==> config.mk <==
export PLATFORM = sky130hd
export DESIGN_NAME = modem_irq_ctrl
export DESIGN_NICKNAME = d
export VERILOG_FILES = /design/src/rtl/mic_pkg.sv /design/src/rtl/mic_sync.sv /design/src/rtl/mic_delta.sv /design/src/rtl/mic_irq_gate.sv /design/src/rtl/modem_irq_ctrl.sv
export SDC_FILE = /design/constraint.sdc
export NUM_CORES = 1
export LEC_CHECK = 0
export ABC_AREA = 1
export BUFFER_PORTS_ARGS = -buffer_cell sky130_fd_sc_hd__clkbuf_2
export CORE_MARGIN = 2
export CORE_UTILIZATION = 40
export DETAILED_ROUTE_END_ITERATION = 10
export PLACE_DENSITY = 0.8
export SLEW_MARGIN = 10
export SYNTH_ARGS = -nofsm -noshare
export SYNTH_HDL_FRONTEND = slang
export SYNTH_SLANG_ARGS = --single-unit
export TNS_END_PERCENT = 20
==> constraint.sdc <==
create_clock -name clk -period 1.5 [get_ports clk]
set_clock_uncertainty 0.1 [all_clocks]
set_input_delay 0.375 -clock clk [delete_from_list [all_inputs] [get_ports clk]]
set_output_delay 0.375 -clock clk [all_outputs]
set_load 0.05 [all_outputs]
==> src/rtl/mic_pkg.sv <==
package mic_pkg;
   localparam int MCR_DTR_BIT = 0;
   localparam int MCR_RTS_BIT = 1;
   localparam int MCR_OE_BIT  = 3;

   localparam int IER_RXD_BIT = 0;
   localparam int IER_TXE_BIT = 1;
   localparam int IER_ERR_BIT = 2;
   localparam int IER_MSI_BIT = 3;
   localparam int IER_MIN_W   = 4;

   typedef enum logic [1:0] {
      EDGE_ANY  = 2'd0,
      EDGE_RISE = 2'd1,
      EDGE_FALL = 2'd2
   } edge_mode_e;

   typedef struct packed {
      logic modem;
      logic rx_err;
      logic tx_empty;
      logic rx_data;
   } irq_src_t;

   function automatic logic src_pending(irq_src_t s, logic [IER_MIN_W-1:0] en);
      return (s.rx_data  & en[IER_RXD_BIT]) |
             (s.tx_empty & en[IER_TXE_BIT]) |
             (s.rx_err   & en[IER_ERR_BIT]) |
             (s.modem    & en[IER_MSI_BIT]);
   endfunction
endpackage

==> src/rtl/mic_sync.sv <==
module mic_sync #(
   parameter int   STAGES  = 2,
   parameter logic RST_VAL = 1'b1
) (
   input  logic clk,
   input  logic rst,
   input  logic d,
   output logic q
);
   logic [STAGES-1:0] chain;

   if (STAGES < 2) begin : g_bad_stages
      $error("mic_sync: STAGES must be at least 2");
   end

   always_ff @(posedge clk) begin
      if (rst) chain[0] <= RST_VAL;
      else     chain[0] <= d;
   end

   for (genvar i = 1; i < STAGES; i++) begin : g_stage
      always_ff @(posedge clk) begin
         if (rst) chain[i] <= RST_VAL;
         else     chain[i] <= chain[i-1];
      end
   end

   assign q = chain[STAGES-1];
endmodule

==> src/rtl/mic_delta.sv <==
module mic_delta
   import mic_pkg::*;
#(
   parameter edge_mode_e MODE     = EDGE_ANY,
   parameter logic       IDLE_VAL = 1'b1
) (
   input  logic clk,
   input  logic rst,
   input  logic level,
   input  logic clr,
   output logic delta
);
   logic prev_q;
   logic hit;
   logic delta_q;

   always_ff @(posedge clk) begin
      if (rst) prev_q <= IDLE_VAL;
      else     prev_q <= level;
   end

   if (MODE == EDGE_RISE) begin : g_rise
      assign hit = level & ~prev_q;
   end else if (MODE == EDGE_FALL) begin : g_fall
      assign hit = ~level & prev_q;
   end else begin : g_any
      assign hit = level ^ prev_q;
   end

   always_ff @(posedge clk) begin
      if (rst)      delta_q <= 1'b0;
      else if (hit) delta_q <= 1'b1;
      else if (clr) delta_q <= 1'b0;
   end

   assign delta = delta_q;
endmodule

==> src/rtl/mic_irq_gate.sv <==
module mic_irq_gate
   import mic_pkg::*;
#(
   parameter int IER_W = 4
) (
   input  logic             clk,
   input  logic             rst,
   input  logic             oe_req,
   input  irq_src_t         src,
   input  logic [IER_W-1:0] ier,
   output logic             irq_oe,
   output logic             irq
);
   logic oe_q;
   logic irq_q;
   logic pend;

   assign pend = src_pending(src, ier[IER_MIN_W-1:0]);

   always_ff @(posedge clk) begin
      if (rst) begin
         oe_q  <= 1'b0;
         irq_q <= 1'b0;
      end else begin
         oe_q  <= oe_req;
         irq_q <= oe_req & pend;
      end
   end

   assign irq_oe = oe_q;
   assign irq    = irq_q;
endmodule

==> src/rtl/modem_irq_ctrl.sv <==
module modem_irq_ctrl
   import mic_pkg::*;
#(
   parameter int NUM_CH      = 4,
   parameter int MCR_W       = 8,
   parameter int IER_W       = 4,
   parameter int SYNC_STAGES = 2,
   parameter bit RI_ON_RISE  = 1'b1
) (
   input  logic                    clk,
   input  logic                    rst,
   input  logic [NUM_CH*MCR_W-1:0] mcr_flat,
   input  logic [NUM_CH*IER_W-1:0] ier_flat,
   input  logic [NUM_CH-1:0]       src_rx_data,
   input  logic [NUM_CH-1:0]       src_tx_empty,
   input  logic [NUM_CH-1:0]       src_rx_err,
   input  logic                    irq_sel,
   input  logic [NUM_CH-1:0]       dsr_n,
   input  logic [NUM_CH-1:0]       ri_n,
   input  logic [NUM_CH-1:0]       msr_rd,
   output logic [NUM_CH-1:0]       dtr_n,
   output logic [NUM_CH-1:0]       rts_n,
   output logic [NUM_CH-1:0]       irq,
   output logic [NUM_CH-1:0]       irq_oe,
   output logic [NUM_CH-1:0]       delta_dsr,
   output logic [NUM_CH-1:0]       delta_ri
);
   localparam edge_mode_e RI_MODE = RI_ON_RISE ? EDGE_RISE : EDGE_FALL;

   if (NUM_CH < 1) begin : g_bad_ch
      $error("modem_irq_ctrl: NUM_CH must be at least 1");
   end
   if (MCR_W <= MCR_OE_BIT) begin : g_bad_mcr
      $error("modem_irq_ctrl: MCR_W too narrow for output enable bit");
   end
   if (IER_W < IER_MIN_W) begin : g_bad_ier
      $error("modem_irq_ctrl: IER_W must hold four source enables");
   end

   for (genvar c = 0; c < NUM_CH; c++) begin : g_ch
      logic [MCR_W-1:0] mcr;
      logic [IER_W-1:0] ier;
      logic             dtr_q;
      logic             rts_q;
      logic             dsr_s;
      logic             ri_s;
      logic             d_dsr;
      logic             d_ri;
      irq_src_t         src;

      assign mcr = mcr_flat[c*MCR_W +: MCR_W];
      assign ier = ier_flat[c*IER_W +: IER_W];

      always_ff @(posedge clk) begin
         if (rst) begin
            dtr_q <= 1'b1;
            rts_q <= 1'b1;
         end else begin
            dtr_q <= ~mcr[MCR_DTR_BIT];
            rts_q <= ~mcr[MCR_RTS_BIT];
         end
      end

      mic_sync #(.STAGES(SYNC_STAGES), .RST_VAL(1'b1)) u_sync_dsr (
         .clk(clk), .rst(rst), .d(dsr_n[c]), .q(dsr_s)
      );
      mic_sync #(.STAGES(SYNC_STAGES), .RST_VAL(1'b1)) u_sync_ri (
         .clk(clk), .rst(rst), .d(ri_n[c]), .q(ri_s)
      );

      mic_delta #(.MODE(EDGE_ANY), .IDLE_VAL(1'b1)) u_delta_dsr (
         .clk(clk), .rst(rst), .level(dsr_s), .clr(msr_rd[c]), .delta(d_dsr)
      );
      mic_delta #(.MODE(RI_MODE), .IDLE_VAL(1'b1)) u_delta_ri (
         .clk(clk), .rst(rst), .level(ri_s), .clr(msr_rd[c]), .delta(d_ri)
      );

      assign src.rx_data  = src_rx_data[c];
      assign src.tx_empty = src_tx_empty[c];
      assign src.rx_err   = src_rx_err[c];
      assign src.modem    = d_dsr | d_ri;

      mic_irq_gate #(.IER_W(IER_W)) u_gate (
         .clk(clk), .rst(rst),
         .oe_req(irq_sel | mcr[MCR_OE_BIT]),
         .src(src), .ier(ier),
         .irq_oe(irq_oe[c]), .irq(irq[c])
      );

      assign dtr_n[c]     = dtr_q;
      assign rts_n[c]     = rts_q;
      assign delta_dsr[c] = d_dsr;
      assign delta_ri[c]  = d_ri;
   end
endmodule

# Word-level counts from Yosys, hierarchy flattened

Cells that the tools add are included.

Add/sub/neg operators: 0
Multiply operators: 0
Div/mod/pow operators: 0
Order comparisons: 0
Eq/ne operators: 0
Shifts and indexed selects: 0
Muxes and demuxes: 12
Bitwise gates (word level): 60
Reductions and logical operators: 8

Operators with widths:

| operator           | count |
|---|---|
| 1-bit AND          | 24 |
| 1-bit bitwise OR   | 20 |
| 2-bit nonzero test | 8 |
| 1-bit 2-to-1 mux   | 12 |
| 1-bit NOT          | 12 |
| 1-bit XOR          | 4 |

Flip-flop bits (word level): 48
Latch bits: 0
RAM bits: 0
ROM bits: 0
Input bits: 75
Output and inout port bits: 24
Memories kept: 0

# Longest topological paths before layout

Word-level depth: 5
Depth in mapped cells: 5
Depth with buffers taken out: 5

# Cells and area by module

From an unflattened synthesis, not the netlist that was laid out.

Cell total of the unflattened synthesis: 246
Area total of the unflattened synthesis: 1829.3 um^2

Modules (own cells, without submodules):

| module                              | instances | cells an instance | area each (um^2) | sequential area each (um^2) |
|---|---|---|---|---|
| mic_sync                            | 8         | 7                 | 58.8             | 40.0 |
| modem_irq_ctrl                      | 1         | 54                | 392.9            | 160.2 |
| mic_irq_gate                        | 4         | 13                | 88.8             | 40.0 |
| mic_delta (g_ch[0].u_delta_dsr ...) | 4         | 13                | 82.6             | 40.0 |
| mic_delta (g_ch[0].u_delta_ri ...)  | 4         | 8                 | 70.1             | 40.0 |

# Worst setup path before layout

No wires, ideal clock.

Kind: register -> output
From: register g_ch[0].u_delta_dsr.delta_q
To: output delta_dsr[0]
Arrival time: 514 ps
Data required time: 1025 ps
Setup slack: 511 ps
Cell stages (with the launch flop): 2
Buffers on the path: 1
Cell sequence: dfxtp_1 buf_4

RTL lines:

| item                   | line                 | source |
|---|---|---|
| from (decl)            | mic_delta.sv:15      | `logic delta_q;` |
| from (signal assigned) | mic_delta.sv:31      | `if (rst) delta_q <= 1'b0;` |
| from (signal assigned) | mic_delta.sv:32      | `else if (hit) delta_q <= 1'b1;` |
| from (signal assigned) | mic_delta.sv:33      | `else if (clr) delta_q <= 1'b0;` |
| to (decl)              | modem_irq_ctrl.sv:25 | `output logic [NUM_CH-1:0] delta_dsr,` |

No word-level cell between the ends.

# Final worst setup path

From: register g_ch[2].u_delta_ri.delta_q
To: output delta_ri[2]

RTL lines:

| item                   | line                 | source |
|---|---|---|
| from (decl)            | mic_delta.sv:15      |  |
| from (signal assigned) | mic_delta.sv:31      |  |
| from (signal assigned) | mic_delta.sv:32      |  |
| from (signal assigned) | mic_delta.sv:33      |  |
| to (decl)              | modem_irq_ctrl.sv:26 | `output logic [NUM_CH-1:0] delta_ri` |

No word-level cell between the ends.

==> reports/results.tsv <==
stage	metric	value	unit
floorplan	die_w	69.7	microns
drt	dr.pass1.iters	3	
finish	areaGrowthSynthToFinish	22.7	%
clock_network	clkTransAtPathRegs	90	ps
setup_path	r2r_slack	600	ps
clock_network	htreeDepth	2	
setup_path	critPathRequiredTime	1020	ps
clock_network	numCtsBuffers	5	
finish	fin_area	0.00212	sq mm
setup_path	cp_max_fo	3	
worst_hold_path	min_to	g_ch[3].dtr_q$_SDFF_PP1_	
job	cap_violations	0	
setup_path	crit_cells	1	
synthesis	syn_avg_cell_area	8.42	sq um
finish	drive_gt1_frac	0.358	
floorplan	chipHeight	69.7	microns
timing	relSlewSlack	0.809	
clock_network	worstSkewPairLatency	300	ps
timing	final_hold_viol_count	0	
timing	finalCritPeriodShare	0.956	
synthesis	ys_top_cells_by_area	dfxtp_1, buf_4, nand2_1	
synthesis	synth-seq-area-share	0.557	
global_routing	grt_remaining_overflow	0	
floorplan	core_region_area	0.00409	sq mm
synthesis	synth_edf_count	0	
setup_path	cp_num_buf_inv	1	
timing	setup_tns	0	ps
run_status	outcome	finished clean	
global_routing	gr-usage-met2	0.217	
setup_path	worstSetupStartpoint	g_ch[2].u_delta_ri.delta$_SDFFE_PP0P_	
floorplan	ios	99	
setup_path	critPathArrivalTime	960	ps
worst_hold_path	hold_path.startpoint	mcr_flat[24]	
drt	drt-total-wl	2.76	mm
setup_path	slowest_delay	370	ps
worst_hold_path	hp-class	in -> reg	
global_routing	antenna_found_initial	0	
global_routing	use_met1	0.117	
clock_network	cts_max_path_buffers	2	
global_routing	top_usage_layer	met2	
drt	drtIter0Drc	16	
drt	drc	0	
synthesis	synth_commonest_cells	dfxtp_1, nand2_1, inv_1	
setup_path	cp-end-kind	output pin	
clock_network	hold_buffers	0	
drt	vias	1264	
power	leakagePower	1.19	nW
global_routing	grt_max_degree	21	
placement	placed_area	0.00199	sq mm
floorplan	initial_utilization	0.422	
drt	vias_per_cell	4.01	
placement	dpl.cell_count	307	
drt	wl_per_cell	8.75	microns
placement	dp_hpwl	2.16	mm
clock_network	postCtsResizedCells	0	
synthesis	synthesis.nets	280	
synthesis	yosys_register_bits	48	
finish	layout.cells.non_filler	315	
setup_path	criticalPathCategory	reg -> out	
clock_network	cts_root_buf	clkbuf_8	
placement	io_buffers	78	
worst_hold_path	whs_path_depth	2	
synthesis	synth_top_area_frac	0.557	
clock_network	cts_setup_buffers	0	
power	irDropWorstVdd	527	uV
synthesis	yosys_warnings	0	
setup_path	reg2regPathDepth	3	
global_routing	grt_pass1_wl	4.60	mm
global_routing	grt_use_met3	0.0596	
synthesis	synthFlopType	dfxtp_1	
setup_path	cp-start-kind	flip-flop	
timing	layout_min_cycle_time	1430	ps
synthesis	synth_top_cell_by_area	dfxtp_1	
setup_path	crit_chain	clkbuf_2	
floorplan	placementRows	23	
clock_network	cts_sinks	48	
global_routing	grt.total_usage	0.122	
setup_path	worst_r2r_startpoint	g_ch[1].u_sync_ri.q$_SDFF_PP1_	
synthesis	synth_cells	205	
drt	antenna_left	0	
floorplan	dieArea	0.00485	sq mm
placement	gp_congestion	0.710	
finish	nFillCells	404	
timing	tightest_slew	287	ps
power	powerDensity	1260	mW/mm^2
timing	max_clock_freq	697	MHz
finish	final_nets	339	
setup_path	slowest_stage	dfxtp_1	
setup_path	r2r_end	g_ch[1].u_delta_ri.delta$_SDFFE_PP0P_	
timing	rsz0062_at_grt	no	
timing	holdWs	127	ps
timing	slew_viol_final	0	
synthesis	async_flop_share	0	
synthesis	syn_area	0.00173	sq mm
synthesis	synth_cell_types	13	
setup_path	crit_family	flip-flops	
timing	setup_viol	0	
clock_network	cts_tree	yes	
finish	n_antenna_cell	0	
global_routing	grt_pass1_vias	1145	
==> metrics by stage <==
| step | utilization | total power (W) | setup slack, ps |
|---|---|---|---|
| 2_1_floorplan | - | 0.00164 | 511 |
| 3_3_place_gp | 0.487 | 0.00171 | 313 |
| 3_5_place_dp | 0.487 | 0.00172 | 308 |
| 4_1_cts | 0.518 | 0.00271 | 46.2 |
| 5_1_grt | 0.518 | 0.00281 | 7.73 |
| 6_report | 0.518 | 0.00267 | 65.5 |
==> cells in the final DEF (no fill, tap or decap) <==
cell type / count
o21ai_0: 2
inv_2: 1
bufinv_16: 1
inv_1: 28
or2_1: 16
dfxtp_1: 48
nor2_1: 16
a21oi_1: 4
buf_4: 2
clkbuf_2: 78
o21ai_2: 2
clkbuf_8: 7
nand2_1: 48
or2_2: 4
nand3_1: 8
==> how the worst max path moves through the flow <==
stage	endpoint	slack [ps]
2_1_floorplan	delta_dsr[0]	510
3_3_place_gp	g_ch[3].dtr_q$_SDFF_PP1_	310
3_5_place_dp	g_ch[3].rts_q$_SDFF_PP1_	310
4_1_cts	delta_ri[2]	50
5_1_grt	delta_ri[2]	8
6_report	delta_ri[2]	70
==> registers in the layout (all words and copies together) (netlist names) <==
| register | flops |
|---|---|
| g_ch.dtr_q | 4 |
| g_ch.rts_q | 4 |
| g_ch.u_delta_dsr.delta | 4 |
| g_ch.u_delta_dsr.prev_q | 4 |
| g_ch.u_delta_ri.delta | 4 |
| g_ch.u_delta_ri.prev_q | 4 |
| g_ch.u_gate.irq | 4 |
| g_ch.u_gate.irq_oe | 4 |
| g_ch.u_sync_dsr.chain | 4 |
| g_ch.u_sync_dsr.q | 4 |
| g_ch.u_sync_ri.chain | 4 |
| g_ch.u_sync_ri.q | 4 |
==> where the power goes <==
part | switching, W | internal [W] | total, W
clock network | 0.000405 | 0.000588 | 0.000993
registers | 0.0000193 | 0.00133 | 0.00135
logic | 0.000213 | 0.000115 | 0.000328
total | 0.000637 | 0.00204 | 0.00267
==> metal layers <==
metal | wire, microns | vias to the layer above | share of wire
li1 | - | 694 | -
met1 | 1120 | 515 | 0.41
met2 | 1310 | 49 | 0.48
met3 | 267 | 6 | 0.097
met4 | 58 | 0 | 0.021
met5 | 0 | - | 0
==> cell families (layout without fill, tap and decap cells) <==
| family | after synthesis | count (layout) | share of synthesized area |
|---|---|---|---|
| compound gates | 8 | 8 | 0.0276 |
| buf+inv | 57 | 117 | 0.181 |
| flops | 48 | 48 | 0.557 |
| simple gates | 92 | 92 | 0.235 |
==> cell type report <==
class	count	area, sq um	area share
clock buffer	7	96.3	0.0455
tap	50	62.6	0.0296
sequential	48	961	0.454
clock inverter	1	30.0	0.0142
multi-input combinational	100	453	0.214
timing repair buffer	80	405	0.191
inverter	29	109	0.0514
No activity file was read; power rests on OpenSTA's default activity.
